`config.mk`:
```
export PLATFORM = sky130hd
export DESIGN_NAME = dual_level_intc
export DESIGN_NICKNAME = d
export VERILOG_FILES = /design/src/rtl/intc_pkg.sv /design/src/rtl/intc_pick.sv /design/src/rtl/intc_state.sv /design/src/rtl/dual_level_intc.sv
export SDC_FILE = /design/constraint.sdc
export NUM_CORES = 1
export LEC_CHECK = 0
export ABC_AREA = 1
export BUFFER_PORTS_ARGS = -buffer_cell sky130_fd_sc_hd__buf_4
export CORE_MARGIN = 2
export CORE_UTILIZATION = 48
export DETAILED_ROUTE_END_ITERATION = 12
export PLACE_DENSITY = 0.75
export REMOVE_ABC_BUFFERS = 1
export SLEW_MARGIN = 25
export SYNTH_ARGS = -nofsm -noshare
export SYNTH_HDL_FRONTEND = slang
export SYNTH_SLANG_ARGS = --single-unit
```
`constraint.sdc`:
```
create_clock -name clk -period 2.9 [get_ports clk]
set_input_delay 0 -clock clk [delete_from_list [all_inputs] [get_ports clk]]
set_output_delay 0 -clock clk [all_outputs]
set_load 0.01 [all_outputs]
```
`src/rtl/intc_pkg.sv`:
```
package intc_pkg;
    localparam int LVL_NORM = 0;
    localparam int LVL_HI   = 1;
    localparam int NUM_LVL  = 2;
endpackage

```
`src/rtl/intc_pick.sv`:
```
module intc_pick #(
    parameter int N  = 8,
    parameter int VW = $clog2(N)
) (
    input  logic [N-1:0]  mask,
    input  logic [VW-1:0] start,
    output logic          any,
    output logic [VW-1:0] idx
);
    localparam bit POW2 = (N == (1 << VW));

    generate
        if (POW2) begin : g_pow2
            always_comb begin
                any = 1'b0;
                idx = '0;
                for (int k = 0; k < N; k++) begin
                    if (!any && mask[start + VW'(k)]) begin
                        any = 1'b1;
                        idx = start + VW'(k);
                    end
                end
            end
        end else begin : g_mod
            always_comb begin
                any = 1'b0;
                idx = '0;
                for (int k = 0; k < N; k++) begin
                    if (!any && mask[(int'(start) + k) % N]) begin
                        any = 1'b1;
                        idx = VW'((int'(start) + k) % N);
                    end
                end
            end
        end
    endgenerate
endmodule

```
`src/rtl/intc_state.sv`:
```
module intc_state
    import intc_pkg::*;
#(
    parameter int N  = 8,
    parameter int VW = $clog2(N)
) (
    input  logic          clk,
    input  logic          rst_n,
    input  logic          grant,
    input  logic          grant_hi,
    input  logic [VW-1:0] grant_vec,
    input  logic          rr_en,
    input  logic          reti,
    output logic [NUM_LVL-1:0] exec_q,
    output logic [VW-1:0] prio_q
);
    typedef struct packed {
        logic [NUM_LVL-1:0] exec;
        logic [VW-1:0]      prio;
    } st_t;

    st_t s_d, s_q;

    always_comb begin
        s_d = s_q;
        if (reti) begin
            if (s_q.exec[LVL_HI]) s_d.exec[LVL_HI]   = 1'b0;
            else                  s_d.exec[LVL_NORM] = 1'b0;
        end
        if (grant) begin
            if (grant_hi) s_d.exec[LVL_HI] = 1'b1;
            else begin
                s_d.exec[LVL_NORM] = 1'b1;
                if (rr_en) s_d.prio = grant_vec;
            end
        end
    end

    always_ff @(posedge clk or negedge rst_n) begin
        if (!rst_n) begin
            s_q.exec <= '0;
            s_q.prio <= VW'(N - 1);
        end else begin
            s_q <= s_d;
        end
    end

    assign exec_q = s_q.exec;
    assign prio_q = s_q.prio;


    ack_sets_lvl_chk: assert property (@(posedge clk) disable iff (!rst_n)
        grant |=> exec_q[$past(grant_hi)]);

    reti_hi_clear_chk: assert property (@(posedge clk) disable iff (!rst_n)
        (reti && !grant && exec_q[LVL_HI]) |=> (!exec_q[LVL_HI] && exec_q[LVL_NORM] == $past(exec_q[LVL_NORM])));

    rr_prio_load_chk: assert property (@(posedge clk) disable iff (!rst_n)
        (grant && !grant_hi && rr_en) |=> (prio_q == $past(grant_vec)));

    hi_keeps_prio_chk: assert property (@(posedge clk) disable iff (!rst_n)
        (grant && grant_hi) |=> $stable(prio_q));
endmodule

```
`src/rtl/dual_level_intc.sv`:
```
module dual_level_intc
    import intc_pkg::*;
#(
    parameter int          NUM_VEC   = 8,
    parameter int          AW        = 16,
    parameter logic [15:0] BASE_MAIN = 16'h0000,
    parameter logic [15:0] BASE_ALT  = 16'h0200,
    localparam int         VW        = $clog2(NUM_VEC)
) (
    input  logic               clk,
    input  logic               rst_n,
    input  logic [NUM_VEC-1:0] irq_lines,
    input  logic               gie,
    input  logic               rr_en,
    input  logic               alt_base,
    input  logic               compact,
    input  logic [VW-1:0]      hi_vec,
    input  logic               ack,
    input  logic               reti,
    output logic               req,
    output logic               req_hi,
    output logic [VW-1:0]      req_vec,
    output logic [AW-1:0]      req_addr,
    output logic [NUM_LVL-1:0] in_service,
    output logic               wake
);
    logic [NUM_VEC-1:0] norm_mask;
    logic [VW-1:0]      prio_q, start, norm_idx;
    logic               norm_any, hi_pend, offer_hi, offer_norm;
    logic [NUM_LVL-1:0] exec_q;
    logic [AW-1:0]      base;

    always_comb begin
        hi_pend    = irq_lines[hi_vec];
        norm_mask  = irq_lines & ~(NUM_VEC'(1) << hi_vec);
        if (!rr_en)                          start = '0;
        else if (prio_q == VW'(NUM_VEC - 1)) start = '0;
        else                                 start = prio_q + VW'(1);
        offer_hi   = gie && hi_pend && !exec_q[LVL_HI];
        offer_norm = gie && norm_any && (exec_q == '0);
        req        = offer_hi || offer_norm;
        req_hi     = offer_hi;
        req_vec    = offer_hi ? hi_vec : norm_idx;
        base       = alt_base ? AW'(BASE_ALT) : AW'(BASE_MAIN);
        if (compact) req_addr = base + (offer_hi ? AW'(2) : AW'(4));
        else         req_addr = base + {{(AW-VW-1){1'b0}}, req_vec, 1'b0};
        wake       = gie && (|irq_lines);
    end

    assign in_service = exec_q;

    intc_pick #(.N(NUM_VEC), .VW(VW)) u_pick (
        .mask  (norm_mask),
        .start (start),
        .any   (norm_any),
        .idx   (norm_idx)
    );

    intc_state #(.N(NUM_VEC), .VW(VW)) u_state (
        .clk       (clk),
        .rst_n     (rst_n),
        .grant     (ack && req),
        .grant_hi  (req_hi),
        .grant_vec (req_vec),
        .rr_en     (rr_en),
        .reti      (reti),
        .exec_q    (exec_q),
        .prio_q    (prio_q)
    );


    no_req_without_gie_chk: assert property (@(posedge clk) disable iff (!rst_n)
        req |-> gie);

    hi_blocks_all_chk: assert property (@(posedge clk) disable iff (!rst_n)
        in_service[LVL_HI] |-> !req);

    norm_no_preempt_chk: assert property (@(posedge clk) disable iff (!rst_n)
        (req && in_service[LVL_NORM]) |-> req_hi);

    hi_wins_chk: assert property (@(posedge clk) disable iff (!rst_n)
        (gie && irq_lines[hi_vec] && !in_service[LVL_HI]) |-> (req && req_vec == hi_vec));

    idle_ack_chk: assert property (@(posedge clk) disable iff (!rst_n)
        (ack && !req && !reti) |=> $stable(in_service));
endmodule

```
==> run metrics <==
outcome=complete, no violations; Placeable Area=0.00305 mm²; endpoint kind of the worst setup timing path=output port; clock tree from TritonCTS=built; largest cells by area after synthesis=sky130_fd_sc_hd__nand2_1 (21%), sky130_fd_sc_hd__nand3_1 (12%), sky130_fd_sc_hd__buf_4 (7.9%); share of post-route cells with drive strength above 1=41.9%; Hold Crit Start=alt_base; Int Power=1.18 mW; area of combinational cells with multiple inputs=0.00135 mm²; number of remaining DRC errors=0; Seq/Total Area, Yosys=8.43%; Routed wire per std cell=14.2 µm; number of endpoints with negative hold slack in the final report=0; number of enable flip-flop cells after synthesis=0; placed cell areas=0.00173 mm²; number of antenna diodes=0; reg2reg path depth=20; type of the tightest min-delay check=primary input to output port; synth unique cells=38; clock slew seen by the registers of the worst setup and hold paths=40 ps; Avg Cell Area, Syn=6.00 µm²; Max IR drop VDD=0.669 mV; count of final max-slew check failures=0; initial drt markers=85; post-layout minimum cycle time=2860 ps; maxcap violations=0; deepest level of the CTS H-tree=1; horizontal die dimension=60.4 µm; total gr overflow=0; via count=1853; Worst Hold Path Cells=0; r2r startpoint=u_state.prio_q[0]; net switching power=1.43 mW; effective utilization at floorplan=50.1%; relative area change from synthesis to final layout=38.7%; initial antenna violation count=0; wirelength, routed=4930 µm; highest achievable clock rate=350 MHz; Setup Crit Path Kind=flop to output port; clock skew after layout=0.272 ps; Finished Cell Area=0.00212 mm²; boundary pin count=43; Final nets=327; Sequential Power Share=5.2%; deepest clock path buffer count=2; Comb power frac=91.6%; WHS Endpoint=req_addr[9]; RSZ-0062 raised after global routing=true; clock group share of total power=3.2%; area of the die=0.00365 mm²; Core Util, Final=69.5%; maximum number of pins on one net before global-route repair=13; Storage cell area=129 µm²; clock latency of the later-clocked register in the worst-skew pair=250 ps; register bit count reported by yosys=5; clock root buffer master=sky130_fd_sc_hd__clkbuf_4; number of antenna-violating nets in the routed design=0; post-synthesis async set-or-reset flop share=100%; detailed-route vias per instance=5.34; post-synth top area share=20.6%; total number of yosys warnings=0; number of filler cells placed in the layout=250; top flip-flop cell by instance count after synthesis=sky130_fd_sc_hd__dfstp_2; switching power as a share of total power=54.9%; post-synthesis instance area=0.00153 mm²; power per cell area=1230 mW/mm²; type of element launching the critical path=flop; CTS sink count=5; via count of the first global-routing pass=1658; CP Max Fanout=10; signal arrival time at the worst endpoint=2860 ps; dpl hpwl=3240 µm; first-pass GRT wire length=7090 µm; cell count after synthesis=255; internal reg-to-reg setup slack=200 ps; total global-route track usage=25.2%; required time reported for the critical path endpoint=2900 ps; Static Leakage=1.15 nW; end of the worst register-to-register path=u_state.prio_q[2]; site row count=20; vertical extent of the die=60.4 µm; input/output buffers=28; placer's final routability congestion estimate=0.902; number of setup violations in the final report=0; Final period util=98.5%; Detailed Routing Iterations Pass 1=4; clock buffers created by TritonCTS=3; post-synthesis cell type with the largest combined area=sky130_fd_sc_hd__nand2_1
## cells by family (layout without fill, tap and decap cells)
family | count (synthesis) | in the layout | share of synthesized area (%)
simple gates | 176 | 176 | 61.3
fa+ha+maj | 4 | 4 | 3.27
mux | 1 | 1 | 0.655
xor+xnor | 2 | 2 | 1.64
buf+inv | 49 | 86 | 16.9
other cells | 1 | 12 | 0.245
compound gates | 17 | 17 | 7.61
flops | 5 | 5 | 8.43
## per-stage QoR
| stage | setup TNS [ps] | total power [mW] | worst slack, ps | std cells | hold WS, ps |
|---|---|---|---|---|---|
| 6_report | 0 | 2.61 | 44.7 | 347 | 0.0219 |
| 5_1_grt | -478 | 2.80 | -101 | 347 | 0.0615 |
| 4_1_cts | 0 | 2.24 | 9.64 | 338 | 0.0686 |
| 3_5_place_dp | 0 | 1.90 | 69.1 | 324 | -199 |
| 3_3_place_gp | 0 | 1.88 | 88.8 | 324 | -199 |
| 2_1_floorplan | -4.80 | 1.45 | -3.21 | 247 | -296 |
## metal layers
| layer | track usage, % | share of wire (%) |
|---|---|---|
| met4 | 7.76 | 3.7 |
| met1 | 32.6 | 41 |
| met2 | 44.4 | 50 |
| met3 | 2.35 | 5.9 |
| met5 | 0 | 0 |
## how the worst max path moves through the flow
| stage | from | to | slack (ps) | depth (start not counted) |
|---|---|---|---|---|
| after CTS | u_state.prio_q[0] | req_addr[2] | 10 | 20 |
| after global placement | u_state.prio_q[0] | req_addr[2] | 90 | 18 |
| after detailed placement | u_state.prio_q[0] | req_addr[2] | 70 | 18 |
| final | u_state.prio_q[0] | req_addr[2] | 40 | 22 |
| after floorplan | u_state.prio_q[0] | u_state.prio_q[2] | -3 | 19 |
| after global routing | u_state.prio_q[0] | req_addr[1] | -100 | 23 |
## Yosys cell counts, types with 3 or more instances
master,n
sky130_fd_sc_hd__nand3_2,10
sky130_fd_sc_hd__buf_4,16
sky130_fd_sc_hd__inv_1,23
sky130_fd_sc_hd__nand2_4,5
sky130_fd_sc_hd__a21oi_1,5
sky130_fd_sc_hd__nor2_1,10
sky130_fd_sc_hd__nand4_1,3
sky130_fd_sc_hd__ha_1,4
sky130_fd_sc_hd__dfstp_2,3
sky130_fd_sc_hd__nand3_1,38
sky130_fd_sc_hd__nand2_2,14
sky130_fd_sc_hd__nand2_1,84
sky130_fd_sc_hd__inv_2,6
sky130_fd_sc_hd__nor2_4,3
## critical path: stages, from the launching register on
cell	delay [ps]
sky130_fd_sc_hd__dfstp_2	550
sky130_fd_sc_hd__ha_4	140
sky130_fd_sc_hd__ha_4	130
sky130_fd_sc_hd__nor2_1	50
sky130_fd_sc_hd__nand2_2	90
sky130_fd_sc_hd__buf_6	150
sky130_fd_sc_hd__nand2_1	110
sky130_fd_sc_hd__nand2_4	90
sky130_fd_sc_hd__nand2_1	60
sky130_fd_sc_hd__nand2_1	70
sky130_fd_sc_hd__inv_2	50
sky130_fd_sc_hd__nand2_4	70
sky130_fd_sc_hd__nand2_4	70
sky130_fd_sc_hd__nor2_8	140
sky130_fd_sc_hd__nand3_4	90
sky130_fd_sc_hd__nor2_4	130
sky130_fd_sc_hd__nand3_2	100
sky130_fd_sc_hd__o21ai_1	130
sky130_fd_sc_hd__inv_1	70
sky130_fd_sc_hd__nand2_2	60
sky130_fd_sc_hd__nand3_1	60
sky130_fd_sc_hd__nand2_1	80
sky130_fd_sc_hd__buf_6	100
## layout make-up
type	instances	share of cell area, %
Multi-Input combinational cell	212	63.6
Timing Repair Buffer	52	21.2
Sequential cell	5	6.08
Inverter	30	5.31
Tap cell	44	2.60
Clock buffer	4	1.24
## state kept, by name, summed over array words and instances, names as in the netlist
register,cells
u_state.exec_q,2
u_state.prio_q,3
## timing repair
| item | 4_1_cts | 5_1_grt |
|---|---|---|
| endpoints found under the setup margin | 7 | 9 |
| hold endpoints to repair | 6 | 0 |
| hold buffers | 3 | 0 |
| pin swaps | 8 | 14 |
| gates cloned | 0 | 1 |
| buffers inserted | 7 | 8 |
| resized for setup | 17 | 29 |
## layout by cell type (no fill, tap or decap), types with 4 or more instances in the layout
master / n
sky130_fd_sc_hd__nand2_1: 75
sky130_fd_sc_hd__buf_4: 41
sky130_fd_sc_hd__nand3_1: 32
sky130_fd_sc_hd__inv_1: 20
sky130_fd_sc_hd__nand2_2: 17
sky130_fd_sc_hd__nand3_2: 14
sky130_fd_sc_hd__conb_1: 12
sky130_fd_sc_hd__nand2_4: 11
sky130_fd_sc_hd__inv_2: 10
sky130_fd_sc_hd__nor2_1: 9
sky130_fd_sc_hd__buf_6: 5
sky130_fd_sc_hd__a21oi_1: 4
sky130_fd_sc_hd__nand3_4: 4
sky130_fd_sc_hd__ha_4: 4
## power by group through the flow
stage          registers, mW  clock network (mW)  logic (mW)
2_1_floorplan          0.128                   0        1.32
3_3_place_gp           0.133                   0        1.75
3_5_place_dp           0.133                   0        1.77
4_1_cts                0.136              0.0862        2.02
5_1_grt                0.138              0.0861        2.58
6_report               0.136              0.0832        2.39
Power figures use the tool's default switching activity.
